--- config.mk ---
export PLATFORM = sky130hd
export DESIGN_NAME = byte_dot_acc
export DESIGN_NICKNAME = d
export VERILOG_FILES = /design/src/rtl/dpacc_pkg.sv /design/src/rtl/lane_dot4.sv /design/src/rtl/lane_sat_add.sv /design/src/rtl/byte_dot_acc.sv
export SDC_FILE = /design/constraint.sdc
export NUM_CORES = 2
export LEC_CHECK = 0
export BUFFER_PORTS_ARGS = -buffer_cell sky130_fd_sc_hd__buf_4
export CAP_MARGIN = 20
export CORE_ASPECT_RATIO = 0.6
export CORE_MARGIN = 5
export CORE_UTILIZATION = 38
export DETAILED_ROUTE_END_ITERATION = 7
export GPL_TIMING_DRIVEN = 0
export PLACE_DENSITY = 0.62
export SLEW_MARGIN = 30
export SYNTH_ARGS = -nofsm -noshare
export SYNTH_HDL_FRONTEND = slang
export SYNTH_HIERARCHICAL = 1
export SYNTH_SLANG_ARGS = --single-unit
--- constraint.sdc ---
create_clock -name clk -period 19.4 [get_ports clk]
set_input_delay 0.97 -clock clk [delete_from_list [all_inputs] [get_ports clk]]
set_output_delay 0.97 -clock clk [all_outputs]
set_load 0.005 [all_outputs]
--- src/rtl/dpacc_pkg.sv ---
// Shared constants for the byte dot-product accumulator.
// Assumes four bytes per 32-bit lane.
package dpacc_pkg;
    localparam int BYTE_W         = 8;
    localparam int BYTES_PER_LANE = 4;
    localparam int LANE_W         = BYTE_W * BYTES_PER_LANE;
    // unsigned byte (zero-extended to 9 bits) times signed byte
    localparam int PROD_W         = 2 * BYTE_W + 1;
    localparam int SUM_W          = PROD_W + $clog2(BYTES_PER_LANE);
endpackage

--- src/rtl/lane_dot4.sv ---
// Computes the exact sum of NBYTES products of an unsigned byte of A and a
// signed byte of B for one lane. Assumes SUM_W is wide enough for the worst
// case, so no intermediate term saturates or wraps.
module lane_dot4 #(
    parameter int BYTE_W = 8,
    parameter int NBYTES = 4,
    parameter int PROD_W = 2 * BYTE_W + 1,
    parameter int SUM_W  = PROD_W + $clog2(NBYTES)
) (
    input  logic [NBYTES*BYTE_W-1:0] a_bytes,
    input  logic [NBYTES*BYTE_W-1:0] b_bytes,
    output logic signed [SUM_W-1:0]  dot
);
    logic signed [PROD_W-1:0] prod [NBYTES];

    for (genvar k = 0; k < NBYTES; k++) begin : g_prod
        logic signed [BYTE_W:0]   ua;
        logic signed [BYTE_W-1:0] sb;
        assign ua      = {1'b0, a_bytes[k*BYTE_W +: BYTE_W]};
        assign sb      = b_bytes[k*BYTE_W +: BYTE_W];
        assign prod[k] = PROD_W'(ua) * PROD_W'(sb);
    end

    // Adds the sign-extended products into one exact total.
    always_comb begin
        dot = '0;
        for (int k = 0; k < NBYTES; k++)
            dot = dot + SUM_W'(prod[k]);
    end
endmodule

--- src/rtl/lane_sat_add.sv ---
// Adds a signed dot-product total to a signed accumulator lane and clamps
// to the signed LANE_W range. Assumes SUM_W <= LANE_W.
module lane_sat_add #(
    parameter int LANE_W = 32,
    parameter int SUM_W  = 19
) (
    input  logic signed [LANE_W-1:0] acc,
    input  logic signed [SUM_W-1:0]  dot,
    output logic signed [LANE_W-1:0] res
);
    localparam logic [LANE_W-1:0] POS_LIM = {1'b0, {(LANE_W-1){1'b1}}};

    logic signed [LANE_W-1:0] dot_x;
    logic signed [LANE_W-1:0] wrapped;
    logic                     ovf;

    assign dot_x = LANE_W'(dot);

    // Forms the wrapped sum and detects a sign flip between like-signed operands.
    always_comb begin
        wrapped = acc + dot_x;
        ovf     = (acc[LANE_W-1] == dot_x[LANE_W-1]) &&
                  (wrapped[LANE_W-1] != acc[LANE_W-1]);
        res     = ovf ? (POS_LIM + LANE_W'(dot_x[LANE_W-1])) : wrapped;
    end

    // Two non-negative operands never give a negative lane, and vice versa.
    always_comb begin
        if (!acc[LANE_W-1] && !dot[SUM_W-1])
            p_no_overflow_r3: assert (!res[LANE_W-1]);
        if (acc[LANE_W-1] && dot[SUM_W-1])
            p_no_underflow_r4: assert (res[LANE_W-1]);
    end
endmodule

--- src/rtl/byte_dot_acc.sv ---
// Vector of LANES independent 32-bit lanes. Each lane accumulates a
// saturating unsigned-by-signed byte dot product, then applies merge or zero
// masking, and the result is registered one cycle after in_valid.
// Assumes LANES is 4, 8 or 16; mask bits at or above LANES are ignored.
module byte_dot_acc
    import dpacc_pkg::*;
#(
    parameter int LANES = 4,
    localparam int VEC_W  = LANES * LANE_W,
    localparam int MASK_W = (LANES <= 8) ? 8 : 16
) (
    input  logic              clk,
    input  logic              rst_n,
    input  logic              in_valid,
    input  logic [VEC_W-1:0]  acc_in,
    input  logic [VEC_W-1:0]  opa,
    input  logic [VEC_W-1:0]  opb,
    input  logic [MASK_W-1:0] lane_mask,
    input  logic              zero_mode,
    output logic              out_valid,
    output logic [VEC_W-1:0]  result
);
    logic [VEC_W-1:0] lane_next;
    logic             unused_mask_hi;

    assign unused_mask_hi = ^lane_mask;

    for (genvar i = 0; i < LANES; i++) begin : g_lane
        logic signed [SUM_W-1:0]  dot;
        logic signed [LANE_W-1:0] sat;
        logic        [LANE_W-1:0] sel;

        lane_dot4 #(
            .BYTE_W (BYTE_W),
            .NBYTES (BYTES_PER_LANE),
            .PROD_W (PROD_W),
            .SUM_W  (SUM_W)
        ) i_dot (
            .a_bytes (opa[i*LANE_W +: LANE_W]),
            .b_bytes (opb[i*LANE_W +: LANE_W]),
            .dot     (dot)
        );

        lane_sat_add #(
            .LANE_W (LANE_W),
            .SUM_W  (SUM_W)
        ) i_sat (
            .acc (acc_in[i*LANE_W +: LANE_W]),
            .dot (dot),
            .res (sat)
        );

        // Picks the new value, the old accumulator, or zero for this lane.
        always_comb begin
            if (lane_mask[i])   sel = sat;
            else if (zero_mode) sel = '0;
            else                sel = acc_in[i*LANE_W +: LANE_W];
        end

        assign lane_next[i*LANE_W +: LANE_W] = sel;

        // a masked lane in zero mode is zero on the next cycle.
        p_zero_lane_r6: assert property (@(posedge clk) disable iff (!rst_n)
            (in_valid && zero_mode && !lane_mask[i]) |=> (result[i*LANE_W +: LANE_W] == '0));

        // a masked lane in merge mode returns its accumulator input.
        p_merge_lane_r5: assert property (@(posedge clk) disable iff (!rst_n)
            (in_valid && !zero_mode && !lane_mask[i]) |=>
            (result[i*LANE_W +: LANE_W] == $past(acc_in[i*LANE_W +: LANE_W])));
    end

    // Registers the lane vector and the valid flag.
    always_ff @(posedge clk) begin
        if (!rst_n) begin
            out_valid <= 1'b0;
            result    <= '0;
        end else begin
            out_valid <= in_valid;
            if (in_valid) result <= lane_next;
        end
    end

    // valid follows the strobe by one cycle.
    p_valid_follow_r9: assert property (@(posedge clk) disable iff (!rst_n)
        in_valid |=> out_valid);
    p_valid_idle_r9: assert property (@(posedge clk) disable iff (!rst_n)
        !in_valid |=> !out_valid);
    // result holds without a strobe.
    p_hold_r9: assert property (@(posedge clk) disable iff (!rst_n)
        !in_valid |=> $stable(result));
    // reset clears the outputs.
    p_reset_clear_r10: assert property (@(posedge clk)
        !rst_n |=> (!out_valid && result == '0));
endmodule

==> qor.yml <==
setup_path:
  startpoint: "opb[15]"
  cp_common_cell: "fa_1"
  r2r_slack_ps: 18550
  critPathRequiredTime_ps: 19750
  path_max_fanout: 11
  slowest_delay_ps: 620
  critPathKind: "input port to flop"
  cp-start-kind: "input port"
  worstPathArrival_ps: 12180
  endpoint_kind: "flop"
  reg2reg_to: "result[90]$_SDFFE_PN0P_"
  rr_worst_depth: 2
  crit_end: "result[10]$_SDFFE_PN0P_"
  worst_path_max_delay_cell: "xnor2_2"
  rr_startpoint: "result[90]$_SDFFE_PN0P_"
routing:
  via_per_inst: 5.16
  dr_wl_met3_um: 16500
  firstDrtPassIters: 8
  dr.first_iter.drc_count: 3547
  routed_wirelength_um: 177000
  num_vias: 44800
  wl_met1_um: 86800
  wl_per_cell_um: 20.4
  drtAntennaViolNets: 0
  top_layer_used: "met5"
  dr_wl_met2_um: 70800
  drc: 0
synthesis:
  async_reset_ff_frac: 0
  netlist_area_mm2: 0.0534
  synth-compound-area-share: 0.110
  yosys.area_share.simple: 0.179
  synth_adder_area_share: 0.522
  yosysMostFrequentCell: "inv_1"
  synth_top_family_by_area: "adder cells"
  syn_inst: 6236
  synth_edf_count: 0
  syn_avg_cell_area_um2: 8.56
  synth.largest_area_cell: "fa_1"
  syn_nets: 8296
  ys_seq_area_frac: 0.0484
  synthTopCellsByCount: "inv_1, fa_1, ha_1, nand2_1, and2_1"
  synth_seq_cells: 129
  synth-xor-area-share: 0.0294
  synth_ff_type: "dfxtp_1"
  synth_top_area_frac: 0.351
  yosys_warnings: 6
  synthTopCellsByArea: "fa_1, ha_1, inv_1"
  yosysUniqueCellTypes: 81
  synthMuxAreaShare: 0.000398
cts:
  post_cts_buffers: 0
  cts_root_buffer: "clkbuf_16"
  cts_tree: "done"
  cts.hold.buffers_added: 0
  ctsResizeCount: 0
  clk_pin_slew_ps: 60
  clk_latency_ps: 510
  cts.sinks: 129
  cts_made_buffers: 17
  cts_max_level: 4
  clockBufferDepth: 2
die:
  initial_utilization: 0.383
  fp.dieArea_mm2: 0.148
  core-area_mm2: 0.139
  rows: 106
  die_w_um: 494
  die_h_um: 300
  ios: 525
sta:
  slew_violations: 0
  max_clock_freq_ghz: 0.0846
  min_period_ps: 11820
  fin_tns_setup_ps: 0
  rsz0062_at_grt: "no"
  hold_viol: 0
  slew_headroom: 0.427
  tightest_slew_ps: 853
  fin_skew_ps: 0
  finalCritPeriodShare: 0.609
  setup_violations: 0
finish:
  areaGrowthSynthToFinish_pct: 12.9
  fillers: 14000
  nNetsFinal: 8833
  drive_gt1_frac: 0.103
  multi_input_area_mm2: 0.0449
  regArea_mm2: 0.00258
worst_hold_path:
  hold_class: "flop to flop"
placement:
  dp_hpwl_um: 158000
  place.gp.congestion: 0.967
  port_buffers: 513
global_route:
  track_usage: 0.239
  first_global_vias: 45100
  grt_pass1_wl_um: 274000
  antenna_found_initial: 20
  gr-total-overflow: 0
  grt_start_max_net_pins: 17
run:
  cap_violations: 0
status:
  status: "finished clean"
## per-layer routing
| layer | track usage | vias to the layer above |
|---|---|---|
| met5 | 0.00487 | - |
| met4 | 0.0402 | 12 |
| met3 | 0.0573 | 136 |
| met2 | 0.337 | 1678 |
| met1 | 0.373 | 22200 |
| li1 | - | 20800 |
## metrics by stage
stage,util,area (µm²),std cells,hold WS [ps],setup slack (ps)
2_1_floorplan,-,53400,6236,515,8720
3_3_place_gp,0.428,59600,8639,521,6270
3_5_place_dp,0.428,59700,8644,519,7130
4_1_cts,0.432,60200,8676,532,7670
5_1_grt,0.432,60300,8681,555,7000
6_report,0.432,60300,8685,530,7580
## worst max-delay path, delay by kind of cell
family          cells  cell delay (ps)
compound gates     10             2170
xor+xnor            1              620
fa+ha+maj          11             5590
buf+inv             6             1270
simple gates        7             1500
## worst min-delay path by stage
stage | start | end | cells after the start
after detailed placement | result[54]$_SDFFE_PN0P_ | result[54]$_SDFFE_PN0P_ | 2
after floorplan | result[110]$_SDFFE_PN0P_ | result[110]$_SDFFE_PN0P_ | 2
final | result[54]$_SDFFE_PN0P_ | result[54]$_SDFFE_PN0P_ | 2
after global placement | result[89]$_SDFFE_PN0P_ | result[89]$_SDFFE_PN0P_ | 2
after CTS | result[54]$_SDFFE_PN0P_ | result[54]$_SDFFE_PN0P_ | 2
after global routing | result[56]$_SDFFE_PN0P_ | result[56]$_SDFFE_PN0P_ | 2
## cell families (layout without fill, tap and decap cells)
logic type	after synthesis	after routing
adder cells (fa/ha/maj)	1664	1664
XOR/XNOR	179	179
AND/OR/NAND/NOR	1775	1775
AO/OA/AOI/OAI	958	958
flip-flops	129	129
buffers and inverters	1529	2079
multiplexers	2	2
other	0	9
## layout make-up
class	instances	share of cell area
Buffer	132	0.0119
Timing Repair Buffer	518	0.0646
Inverter	1397	0.0870
Sequential cell	129	0.0428
Multi-Input combinational cell	4578	0.745
Tap cell	1890	0.0392
Antenna cell	9	0.000374
Clock buffer	18	0.00729
Clock inverter	14	0.00203
## flip-flops by register name, indices dropped and copies added (netlist names)
name       cells
out_valid      1
result       128
## cells in the final DEF, fill, tap and decap left out, drive strengths merged, types with 34 or more instances in the layout
cell / Yosys / routed
inv: 1397 / 1403
fa: 936 / 936
ha: 728 / 728
nand2: 619 / 619
and2: 595 / 595
buf: 60 / 578
o21ai: 372 / 372
a21oi: 197 / 197
a31oi: 173 / 173
nor2: 135 / 135
dfxtp: 129 / 129
or3b: 128 / 128
xnor2: 103 / 103
clkbuf: 72 / 90
xor2: 76 / 76
nor2b: 69 / 69
nand2b: 58 / 58
a21o: 40 / 40
nor3: 38 / 38
a211oi: 34 / 34
Power is left out: the tool's default activity adds up to more than one toggle a clock period on the data nets, which glitch-free logic cannot reach.
